`src/rtl/dir_pkg.sv`:
```
package dir_pkg;
    typedef enum logic [2:0] {
        ST_IDLE   = 3'd0,
        ST_LOOKUP = 3'd1,
        ST_PROBE  = 3'd2,
        ST_WAIT   = 3'd3,
        ST_GRANT  = 3'd4
    } home_state_t;
endpackage

```
`src/rtl/dir_arbiter.sv`:
```
module dir_arbiter #(
    parameter int NUM_CORES = 16,
    localparam int CORE_W = $clog2(NUM_CORES)
) (
    input  logic [NUM_CORES-1:0] req,
    output logic [NUM_CORES-1:0] gnt,
    output logic [CORE_W-1:0]    idx,
    output logic                 any
);
    // Fixed priority: lowest index wins.
    always_comb begin
        gnt = '0;
        idx = '0;
        any = 1'b0;
        for (int i = 0; i < NUM_CORES; i++) begin
            if (req[i] && !any) begin
                gnt[i] = 1'b1;
                idx    = CORE_W'(i);
                any    = 1'b1;
            end
        end
    end
endmodule

```
`src/rtl/dir_table.sv`:
```
module dir_table #(
    parameter int NUM_CORES = 16,
    parameter int NUM_LINES = 8,
    localparam int LINE_W  = $clog2(NUM_LINES),
    localparam int ENTRY_W = NUM_CORES + 1
) (
    input  logic               clk,
    input  logic               rst_n,
    input  logic [LINE_W-1:0]  rd_line,
    output logic [ENTRY_W-1:0] rd_entry,
    input  logic               wr_en,
    input  logic [LINE_W-1:0]  wr_line,
    input  logic [ENTRY_W-1:0] wr_entry
);
    // Entry layout: [NUM_CORES] owned flag, [NUM_CORES-1:0] sharer bitmap.
    logic [ENTRY_W-1:0] mem_q [NUM_LINES];

    always_ff @(posedge clk) begin
        if (!rst_n) begin
            for (int i = 0; i < NUM_LINES; i++) begin
                mem_q[i] <= '0;
            end
        end else if (wr_en) begin
            mem_q[wr_line] <= wr_entry;
        end
    end

    assign rd_entry = mem_q[rd_line];
endmodule

```
`src/rtl/dir_home.sv`:
```
module dir_home
    import dir_pkg::*;
#(
    parameter int NUM_CORES = 16,
    parameter int NUM_LINES = 8,
    localparam int CORE_W  = $clog2(NUM_CORES),
    localparam int LINE_W  = $clog2(NUM_LINES),
    localparam int ENTRY_W = NUM_CORES + 1
) (
    input  logic                        clk,
    input  logic                        rst_n,
    input  logic [NUM_CORES-1:0]        req_valid,
    input  logic [NUM_CORES-1:0]        req_write,
    input  logic [NUM_CORES*LINE_W-1:0] req_line,
    output logic [NUM_CORES-1:0]        req_ready,
    output logic                        probe_valid,
    output logic [NUM_CORES-1:0]        probe_mask,
    output logic                        probe_inval,
    input  logic [NUM_CORES-1:0]        ack_valid,
    output logic                        grant_valid,
    output logic [CORE_W-1:0]           grant_core,
    output logic                        grant_write,
    output logic [LINE_W-1:0]           grant_line
);
    typedef struct packed {
        home_state_t            st;
        logic [CORE_W-1:0]      core;
        logic                   wr;
        logic [LINE_W-1:0]      line;
        logic [NUM_CORES-1:0]   pend;
        logic [NUM_CORES-1:0]   new_sh;
        logic                   new_own;
    } ctl_t;

    ctl_t r_q, r_d;

    logic [NUM_CORES-1:0] arb_gnt;
    logic [CORE_W-1:0]    arb_idx;
    logic                 arb_any;
    logic [ENTRY_W-1:0]   ent_rd;
    logic [ENTRY_W-1:0]   ent_wr;
    logic                 tbl_we;
    logic [NUM_CORES-1:0] req_bit;
    logic [NUM_CORES-1:0] others;
    logic                 accepted;

    dir_arbiter #(.NUM_CORES(NUM_CORES)) u_arb (
        .req (req_valid),
        .gnt (arb_gnt),
        .idx (arb_idx),
        .any (arb_any)
    );

    dir_table #(.NUM_CORES(NUM_CORES), .NUM_LINES(NUM_LINES)) u_tbl (
        .clk      (clk),
        .rst_n    (rst_n),
        .rd_line  (r_q.line),
        .rd_entry (ent_rd),
        .wr_en    (tbl_we),
        .wr_line  (r_q.line),
        .wr_entry (ent_wr)
    );

    assign req_bit  = NUM_CORES'(1) << r_q.core;
    assign others   = ent_rd[NUM_CORES-1:0] & ~req_bit;
    assign req_ready = (r_q.st == ST_IDLE) ? arb_gnt : '0;
    assign accepted  = |(req_ready & req_valid);

    assign probe_valid = (r_q.st == ST_PROBE);
    assign probe_mask  = probe_valid ? r_q.pend : '0;
    assign probe_inval = probe_valid & r_q.wr;
    assign grant_valid = (r_q.st == ST_GRANT);
    assign grant_core  = r_q.core;
    assign grant_write = r_q.wr;
    assign grant_line  = r_q.line;
    assign tbl_we      = grant_valid;
    assign ent_wr      = {r_q.new_own, r_q.new_sh};

    always_comb begin
        r_d = r_q;
        unique case (r_q.st)
            ST_IDLE: begin
                if (arb_any) begin
                    r_d.st   = ST_LOOKUP;
                    r_d.core = arb_idx;
                    r_d.wr   = req_write[arb_idx];
                    r_d.line = req_line[arb_idx*LINE_W +: LINE_W];
                end
            end
            ST_LOOKUP: begin
                if (r_q.wr) begin
                    r_d.pend    = others;
                    r_d.new_sh  = req_bit;
                    r_d.new_own = 1'b1;
                end else if (ent_rd[NUM_CORES] && (others != '0)) begin
                    r_d.pend    = others;
                    r_d.new_sh  = ent_rd[NUM_CORES-1:0] | req_bit;
                    r_d.new_own = 1'b0;
                end else begin
                    r_d.pend    = '0;
                    r_d.new_sh  = ent_rd[NUM_CORES-1:0] | req_bit;
                    r_d.new_own = ent_rd[NUM_CORES];
                end
                r_d.st = (r_d.pend == '0) ? ST_GRANT : ST_PROBE;
            end
            ST_PROBE, ST_WAIT: begin
                r_d.pend = r_q.pend & ~ack_valid;
                r_d.st   = (r_d.pend == '0) ? ST_GRANT : ST_WAIT;
            end
            ST_GRANT: begin
                r_d.st = ST_IDLE;
            end
            default: r_d.st = ST_IDLE;
        endcase
    end

    always_ff @(posedge clk) begin
        if (!rst_n) begin
            r_q <= '0;
        end else begin
            r_q <= r_d;
        end
    end

    AST_ONE_READY: assert property (@(posedge clk) disable iff (!rst_n)
        $onehot0(req_ready));
    AST_LOOKUP_GAP: assert property (@(posedge clk) disable iff (!rst_n)
        accepted |=> !grant_valid);
    AST_HELD: assert property (@(posedge clk) disable iff (!rst_n)
        accepted |=> (req_ready == '0));
    AST_PROBE_PULSE: assert property (@(posedge clk) disable iff (!rst_n)
        probe_valid |=> !probe_valid);
    AST_PROBE_NONEMPTY: assert property (@(posedge clk) disable iff (!rst_n)
        probe_valid |-> (probe_mask != '0));
    AST_PROBE_NOT_SELF: assert property (@(posedge clk) disable iff (!rst_n)
        probe_valid |-> !probe_mask[grant_core]);
    AST_GRANT_AFTER_ACKS: assert property (@(posedge clk) disable iff (!rst_n)
        grant_valid |-> (r_q.pend == '0));
endmodule

```
`config.mk`:
```
export PLATFORM = sky130hd
export DESIGN_NAME = dir_home
export DESIGN_NICKNAME = d
export VERILOG_FILES = /design/src/rtl/dir_pkg.sv /design/src/rtl/dir_arbiter.sv /design/src/rtl/dir_table.sv /design/src/rtl/dir_home.sv
export SDC_FILE = /design/constraint.sdc
export NUM_CORES = 1
export LEC_CHECK = 0
export CAP_MARGIN = 20
export CORE_ASPECT_RATIO = 0.7
export CORE_UTILIZATION = 54
export CTS_BUF_LIST = sky130_fd_sc_hd__clkbuf_4 sky130_fd_sc_hd__clkbuf_8 sky130_fd_sc_hd__clkbuf_16
export DETAILED_ROUTE_END_ITERATION = 8
export GPL_ROUTABILITY_DRIVEN = 0
export PLACE_DENSITY = 0.8
export SYNTH_ARGS = -nofsm -noshare
export SYNTH_HDL_FRONTEND = slang
export SYNTH_SLANG_ARGS = --single-unit
export TNS_END_PERCENT = 100
```
`constraint.sdc`:
```
create_clock -name clk -period 3.6 [get_ports clk]
set_input_delay 0.72 -clock clk [delete_from_list [all_inputs] [get_ports clk]]
set_output_delay 0.72 -clock clk [all_outputs]
set_load 0.05 [all_outputs]
```
==> metrics.csv, run 1 <==
metric,value,unit
status,"finished, final reports clean",
critical path arrival,2710,ps
final worst-path setup slack,172.4,ps
crit path launch type,primary input,
final setup violation count,0,
asr flop ratio synth,0,
Met1 Routed Length,12.49,mm
Met2 Wirelength,12.35,mm
Final Hold Vio Count,0,
Period minus WS final,3428,ps
Antenna Violating Nets Remaining,0,
leading area contributor after synthesis,edfxtp_1,
CP max-delay cell,or4_4,
Setup crit end kind,output port,
routed len/inst,22.13,um
half-perimeter wire length after placement,19.69,mm
area of the mapped netlist,9807,um2
core area,17470,um2
Mean Syn Cell Area,11.04,um2
WHS,547.5,ps
"commonest cells after routing, fill and taps aside","160 x and2_1, 136 x edfxtp_1, 118 x mux2i_1",
dpl ws,134.0,ps
"FF+latch count, synth",183,
WL met3,2.776,mm
synth top area cells,"edfxtp_1 42%, mux2i_1 12%, and2_1 10%",
ant diodes,0,
initial antenna violation count,0,
final WL,28.13,mm
Yosys Warn Count,0,
CTS H-Tree Depth,4,
Fmax achieved,0.2918,GHz
grt total ovfl,0,
critical-path cell list,"clkdlybuf4s50_1, or4_4, nor3_2, nand2_1, nor2_2, nand2_1, nor2_1, buf_12",
CP max stage delay,580,ps
PortBufs,140,
Peak VDD IR,0.3839,mV
Clock Tree Buf Depth,2,
Die H,114.8,um
Synth top area share,0.4164,
worst-margin pin slew,1122,ps
count of different cell masters after synthesis,65,
Post-Synthesis Cells,888,
num ports,141,
Root Driver,clkbuf_16,
Max Cap Violations,0,
"EDFF count, synth",136,
via count,7811,
hold_buf cts,0,
Initial Util,0.5615,
vias in the first global route,7597,
clock skew,18.65,ps
initial drt markers,898,
Synth Net Count,986,
"most used cell, CP",nand2_1,
first-pass GRT wire length,43.78,mm
Vias per Instance,6.146,
min-delay worst type,flip-flop to flip-flop,
Critical Path Fanout Max,6,
Total GRT Usage,0.3172,
Fill cells,1235,
P&R area growth vs syn,26.42,%
layout cell share with drive strength beyond 1,0.1250,
"commonest non-fill, non-tap cell in the layout",and2_1,
first-pass iteration count of the detailed router,6,
Final Net Count,1125,
Clock Sink Count,183,
WS Path Type,primary input to output port,
largest net degree at the start of global routing,38,
CTS tree,built,
ys flop type,edfxtp_1,
DRC Markers,0,
post-synthesis sequential area ratio,0.5124,
Tcrit/Tclk final,0.9521,
Top Metal Used,met4,
clock latency on the worst-skew pair,440,ps
unrepaired setup endpoints after global routing,no,
CTS buffer count,17,
die width,163.1,um
clock slew at reported path FFs,70,ps
PwrDens,643.1,nW/um2
P_leak,0.004626,uW
die area,18710,um2
final setup TNS,0,ps
normalized max-slew margin,0.2428,
Worst EP required,2880,ps
Slew Limit Fails,0,
Cell Rows,40,
Yosys cell counts, types with 7 or more instances:
cell type,n
a21oi_1,29
a22oi_1,32
and2_1,160
and3_1,7
buf_2,12
buf_4,10
clkbuf_1,29
dfxtp_1,47
edfxtp_1,136
inv_1,13
mux2i_1,118
nand2_1,24
nand2b_1,23
nand3_1,9
nor2_1,45
nor2b_1,8
nor3_1,12
o211a_1,8
o211ai_1,9
o21ai_0,57
o221ai_1,8
layout make-up:
cell class | count | area [um2] | share of cell area
clock buffer | 17 | 425.4 | 0.03431
clock inverter | 15 | 181.4 | 0.01463
inverter | 15 | 56.30 | 0.004541
multi-input combinational | 630 | 4428 | 0.3572
sequential | 183 | 5026 | 0.4054
tap | 231 | 289.0 | 0.02331
timing repair buffer | 180 | 1992 | 0.1607
timing repair:
action	in CTS	in global routing
buffers inserted	0	0
endpoints found under the setup margin	0	1
resized for setup	0	1
where the power goes:
part,switching [uW],leakage (uW),internal [uW]
clock network,895,0.000293,996
logic,1960,0.00254,1180
registers,407,0.00179,2540
total,3260,0.00463,4710
per-stage QoR:
step,instances,utilization,area [um2],power [uW]
global route,1271,0.7098,12400,8348
detailed placement,1239,0.6749,11790,6032
floorplan,888,-,9813,4991
global placement,1239,0.6749,11790,5955
finish,1271,0.7098,12400,7974
CTS,1271,0.7097,12400,7902
registers in the layout, summed over array words and instances (netlist names), named ones only:
signal,cells
r_q,19
grant_write,1
u_tbl.mem_q,136
ent_wr,17
grant_line,3
grant_core,4
critical path, delay by kind of cell:
kind                   cells  cell delay, ps
buffers and inverters      2             660
and+or+nand+nor            6            1320
final timing paths:
kind / from / end / slack [ps] / cells after the start
worst min register to register: r_q[21] / r_q[21] / 550 / 2
worst max register to register: grant_core[0] / r_q[27] / 370 / 6
worst max-delay path: req_valid[2] / req_ready[13] / 170 / 8
worst min-delay path: r_q[21] / r_q[21] / 550 / 2
cells by family after synthesis:
logic type | count (synthesis) | share of synthesized area
simple gates | 318 | 0.1895
compound gates | 191 | 0.1308
flops | 183 | 0.5124
mux | 121 | 0.1262
buf+inv | 75 | 0.04121
metal layers:
metal | vias to the layer above | track usage
li1 | 3565 | -
met1 | 3778 | 0.4621
met2 | 422 | 0.4797
met3 | 46 | 0.06205
met4 | 0 | 0.09720
met5 | - | 0
(Power assumes the default switching activity.)
==> run 2, diff against run 1 <==
==> constraint.sdc (replaced) <==
create_clock -name clk -period 3.35 [get_ports clk]
set_input_delay 0.67 -clock clk [delete_from_list [all_inputs] [get_ports clk]]
set_output_delay 0.67 -clock clk [all_outputs]
set_load 0.05 [all_outputs]
==> run 2 against run 1 <==
Wire length fell by 0.74%. Largest cell class unchanged. Critical endpoint is now req_ready[9]. Clock power rose by 6%. Core utilization rose by 0.34 points. Sequential power rose by 7.8%. Clock skew fell by 6.8 ps. Combinational power rose by 8.3%. Flip-flop and latch count did not move.
==> metrics.csv, run 2 (synthesis results as in run 1) <==
metric,value,unit,change
status,"finished, final reports clean",,
Max Cap Violations,0,,unchanged
area of the multi-input gates,4434,um2,+0.14%
min-delay src,r_q[21],,
"commonest non-fill, non-tap cell in the layout",and2_1,,
ant diodes,0,,unchanged
Total GRT Usage,0.3099,,-0.007283
Cell Rows,40,,unchanged
critical path arrival,2570,ps,-140 ps
clock slew at reported path FFs,70,ps,about the same
Die H,114.8,um,unchanged
PwrDens,689.9,nW/um2,+7.3%
FF-to-FF End,r_q[27],,
die width,163.1,um,unchanged
min-delay worst type,flip-flop to flip-flop,,
post_cts resized,0,,unchanged
final WL,27.93,mm,-0.74%
vias in the first global route,7429,,-2.2%
PortBufs,140,,unchanged
hold_buf cts,0,,unchanged
final setup violation count,0,,unchanged
largest net degree at the start of global routing,38,,unchanged
critical-path cell list,"clkdlybuf4s50_1, or4_4, nor3_2, nand2_1, buf_4, nor4_2, buf_12",,
r2r worst-path depth,7,,+1
Cells on Worst Hold Path,2,,unchanged
Fill cells,1252,,+1.4%
CTS tree,built,,
grt total ovfl,0,,unchanged
Vias per Instance,6.089,,-0.92%
via count,7794,,-0.22%
core area,17470,um2,unchanged
Initial Util,0.5615,,unchanged
Biggest register,u_tbl.mem_q,,
Critical Path Fanout Max,4,,-2
layout cell share with drive strength beyond 1,0.1363,,+0.01132
first-pass iteration count of the detailed router,6,,unchanged
Largest register FFs,136,,unchanged
num ports,141,,unchanged
initial drt markers,1024,,+14%
P_leak,0.004666,uW,+0.85%
unrepaired setup endpoints after global routing,no,,
CTS H-Tree Depth,4,,unchanged
CTS buffer count,17,,unchanged
WHS,553.7,ps,+6.225 ps
clock skew,11.90,ps,-6.752 ps
Worst Hold End,r_q[21],,
Peak VDD IR,0.4371,mV,+14%
die area,18710,um2,unchanged
Root Driver,clkbuf_16,,
clock latency on the worst-skew pair,430,ps,about the same
Slew Limit Fails,0,,unchanged
Antenna Violating Nets Remaining,0,,unchanged
normalized max-slew margin,0.2528,,+0.01006
P&R area growth vs syn,27.02,%,
Register Area,5026,um2,unchanged
Setup crit end kind,output port,,
Worst EP required,2680,ps,-200 ps
initial antenna violation count,1,,+1
R2R Setup Slk,370,ps,about the same
half-perimeter wire length after placement,19.41,mm,-1.4%
crit path launch type,primary input,,
Fmax achieved,0.3089,GHz,
final setup TNS,0,ps,unchanged
WS Path Type,primary input to output port,,
Tcrit/Tclk final,0.9663,,
first-pass GRT wire length,43.08,mm,-1.6%
Final Hold Vio Count,0,,unchanged
Period minus WS final,3237,ps,
worst-margin pin slew,1107,ps,-14.90 ps
Placed Instances,1248,,+0.73%
Post-Layout Cell Count,1280,,+0.71%
Clock Tree Buf Depth,2,,unchanged
CP max stage delay,550,ps,-30 ps
DRC Markers,0,,unchanged
CP max-delay cell,or4_4,,
routed len/inst,21.82,um,-1.4%
"commonest cells after routing, fill and taps aside","160 x and2_1, 136 x edfxtp_1, 118 x mux2i_1",,
Final Net Count,1134,,+0.80%
setup bufs post-CTS,0,,unchanged
Clock Sink Count,183,,unchanged
[run 2: cell types whose count changed in the layout (fill, tap and decap cells not counted), sizes merged]
cell,before,now
buf,69,81
bufinv,1,2
clkbuf,17,19
clkdlybuf4s50,111,108
clkinv,8,4
clkinvlp,1,4
inv,20,18
[run 2: metrics by stage]
step / area (um2) / util / setup WS, ps / power, uW
floorplan: 9813 / - / 188.4 / 5364
global placement: 11860 / 0.6791 / 125.9 / 6438
detailed placement: 11860 / 0.6791 / 120.1 / 6505
CTS: 12450 / 0.7127 / 120.1 / 8508
global route: 12460 / 0.7132 / 23.15 / 8959
finish: 12460 / 0.7132 / 112.9 / 8594
[run 2: power by group]
group          switching (uW)  internal (uW)  total [uW]
logic                    2120           1280        3400
clock network             888           1130        2010
registers                 447           2730        3180
[run 2: final cells by class]
cell class                      count  area share
Multi-Input combinational cell    630      0.3560
Tap cell                          231     0.02320
Inverter                           15    0.004520
Clock buffer                       19     0.03536
Timing Repair Buffer              189      0.1657
Sequential cell                   183      0.4035
Clock inverter                     13     0.01175
[run 2: metal layers]
| metal | share of wire | track usage |
|---|---|---|
| met5 | 0.00047 | 0 |
| met4 | 0.015 | 0.07601 |
| met3 | 0.089 | 0.05411 |
| met2 | 0.44 | 0.4616 |
| met1 | 0.46 | 0.4693 |
[run 2: worst max-delay path, delay by kind of cell]
kind,cells,cell delay [ps]
simple gates,4,1060
buf+inv,3,830
[run 2: worst max path at each step]
stage,start,endpoint,slack [ps],depth (start not counted)
2_1_floorplan,req_valid[2],req_ready[13],190,7
3_3_place_gp,req_valid[3],req_ready[13],130,8
3_5_place_dp,req_valid[3],req_ready[11],120,7
4_1_cts,req_valid[3],req_ready[11],120,7
5_1_grt,req_valid[3],req_ready[11],20,7
6_report,req_valid[3],req_ready[9],110,7
==> run 3, diff against run 2 <==
--- a/config.mk
+++ b/config.mk
@@ -7,11 +7,11 @@
 export LEC_CHECK = 0
 export CAP_MARGIN = 20
 export CORE_ASPECT_RATIO = 0.7
-export CORE_UTILIZATION = 54
+export CORE_UTILIZATION = 55
 export CTS_BUF_LIST = sky130_fd_sc_hd__clkbuf_4 sky130_fd_sc_hd__clkbuf_8 sky130_fd_sc_hd__clkbuf_16
 export DETAILED_ROUTE_END_ITERATION = 8
 export GPL_ROUTABILITY_DRIVEN = 0
-export PLACE_DENSITY = 0.8
+export PLACE_DENSITY = 0.82
 export SYNTH_ARGS = -nofsm -noshare
 export SYNTH_HDL_FRONTEND = slang
 export SYNTH_SLANG_ARGS = --single-unit
==> run 3 against run 2 <==
Count of clock-buffer cells in the layout decreased by 1. Sequential share of layout area shrank 0.19 points. Die area decreased by 1.8%. Global-route usage rose by 0.90 points. Design area grew 0.48%. Final cell count decreased by 0.16%. First-iteration DRC count fell by 6.6%. Core utilization is 0.97 points higher. Clock power increased by 4%. Via count rose by 0.21%. Register-to-register slack improved by 70 ps.
==> metrics.csv, run 3 (synthesis results as in run 1) <==
metric,value,unit,change
routed len/inst,22.05,um,+1.1%
Cells on Worst Hold Path,2,,unchanged
clock skew,15.07,ps,+3.170 ps
half-perimeter wire length after placement,19.41,mm,about the same
final setup violation count,0,,unchanged
Register Area,5026,um2,unchanged
first-pass iteration count of the detailed router,7,,+1
final worst-path setup slack,115.9,ps,+3.049 ps
Clock Sink Count,183,,unchanged
Root Driver,clkbuf_16,,
min-delay worst type,flip-flop to flip-flop,,
area of the multi-input gates,4428,um2,-0.14%
initial drt markers,956,,-6.6%
crit path launch type,primary input,,
total power,8672,uW,+0.92%
Initial Util,0.5663,,+0.004868
Biggest register,u_tbl.mem_q,,
CTS tree,built,,
Placed Instances,1246,,-0.16%
"commonest non-fill, non-tap cell in the layout",and2_1,,
Clock Tree Buf Depth,2,,unchanged
dpl ws,88.44,ps,-31.65 ps
WHS,554.5,ps,+0.8010 ps
Slew Limit Fails,0,,unchanged
clock latency on the worst-skew pair,440,ps,about the same
Final Net Count,1132,,-0.18%
Fill cells,1222,,-2.4%
Setup crit end kind,output port,,
critical path arrival,2560,ps,about the same
Vias per Instance,6.111,,+0.36%
clock slew at reported path FFs,80,ps,about the same
layout cell share with drive strength beyond 1,0.1337,,-0.002605
final WL,28.18,mm,+0.91%
Antenna Violating Nets Remaining,0,,unchanged
unrepaired setup endpoints after global routing,no,,
core area,17320,um2,-0.86%
Critical Path Fanout Max,4,,unchanged
initial antenna violation count,0,,-1
via count,7810,,+0.21%
die width,161.6,um,-0.90%
hold_buf cts,0,,unchanged
DRC Markers,0,,unchanged
first-pass GRT wire length,43.31,mm,+0.55%
Max Cap Violations,0,,unchanged
Die H,113.7,um,-0.90%
Period minus WS final,3234,ps,-3.049 ps
largest net degree at the start of global routing,38,,unchanged
Post-Layout Cell Count,1278,,-0.16%
Worst EP required,2680,ps,about the same
grt total ovfl,0,,unchanged
Largest register FFs,136,,unchanged
Cell Rows,40,,unchanged
status,"finished, final reports clean",,
Fmax achieved,0.3092,GHz,about the same
vias in the first global route,7498,,+0.93%
ant diodes,0,,unchanged
P&R area growth vs syn,27.63,%,
Peak VDD IR,0.3940,mV,-9.8%
Total GRT Usage,0.3189,,+0.009050
final setup TNS,0,ps,unchanged
die area,18380,um2,-1.8%
"commonest cells after routing, fill and taps aside","160 x and2_1, 136 x edfxtp_1, 118 x mux2i_1",,
worst-margin pin slew,930.1,ps,-176.6 ps
Final Hold Vio Count,0,,unchanged
CTS buffer count,17,,unchanged
normalized max-slew margin,0.3721,,+0.1193
r2r worst-path depth,7,,unchanged
PortBufs,140,,unchanged
WS Path Type,primary input to output port,,
CTS H-Tree Depth,4,,unchanged
num ports,141,,unchanged
Tcrit/Tclk final,0.9654,,about the same
PwrDens,692.9,nW/um2,+0.43%
P_leak,0.004692,uW,+0.56%
==> run 3: cell types whose count changed in the layout (fill, tap and decap cells not counted), moves of 2 or more <==
cell	delta
clkinv_2	-2
clkinv_4	+3
clkinv_8	+2
buf_4	-6
buf_12	+4
clkinvlp_4	-4
==> run 3: repair_timing <==
| action | in CTS | in global routing |
|---|---|---|
| buffers inserted | 0 | 0 |
| gates resized for setup | 0 | 1 |
| endpoints found under the setup margin | 0 | 2 |
==> run 3: final cells by class <==
class | count | area share
Clock buffer | 18 | 0.03459
Clock inverter | 14 | 0.01479
Inverter | 15 | 0.004498
Multi-Input combinational cell | 630 | 0.3538
Sequential cell | 183 | 0.4015
Tap cell | 231 | 0.02309
Timing Repair Buffer | 187 | 0.1677
==> run 3: power breakdown <==
part / switching, uW / internal [uW]
registers: 439 / 2730
clock network: 943 / 1140
logic: 2120 / 1300
==> run 3: worst max-delay path, cell delays in order <==
cell             delay [ps]
clkdlybuf4s50_1         470
or4_4                   540
nor3_2                  150
nand2_1                 120
nor2_2                  160
and4b_1                 290
buf_12                  160
==> run 3: path summary, 6_finish.rpt <==
path                 from       endpoint  slack [ps]
max reg2reg     flip-flop        r_q[27]         440
max          req_valid[3]  req_ready[11]         120
min               r_q[21]        r_q[21]         550
min reg2reg       r_q[21]        r_q[21]         550
==> run 3: per-layer routing <==
metal | vias up | part of all wire | routed length [um] | track usage
li1 | 3570 | - | - | -
met1 | 3747 | 0.44 | 12400 | 0.4615
met2 | 421 | 0.43 | 12220 | 0.4764
met3 | 72 | 0.099 | 2802 | 0.06509
met4 | 0 | 0.027 | 755 | 0.1157
met5 | - | 0 | 0 | 0
==> run 3: per-stage QoR <==
step	cell area (um2)	utilization
CTS	12510	0.7227
detailed placement	11900	0.6870
floorplan	9813	-
global route	12520	0.7228
finish	12520	0.7228
global placement	11900	0.6870
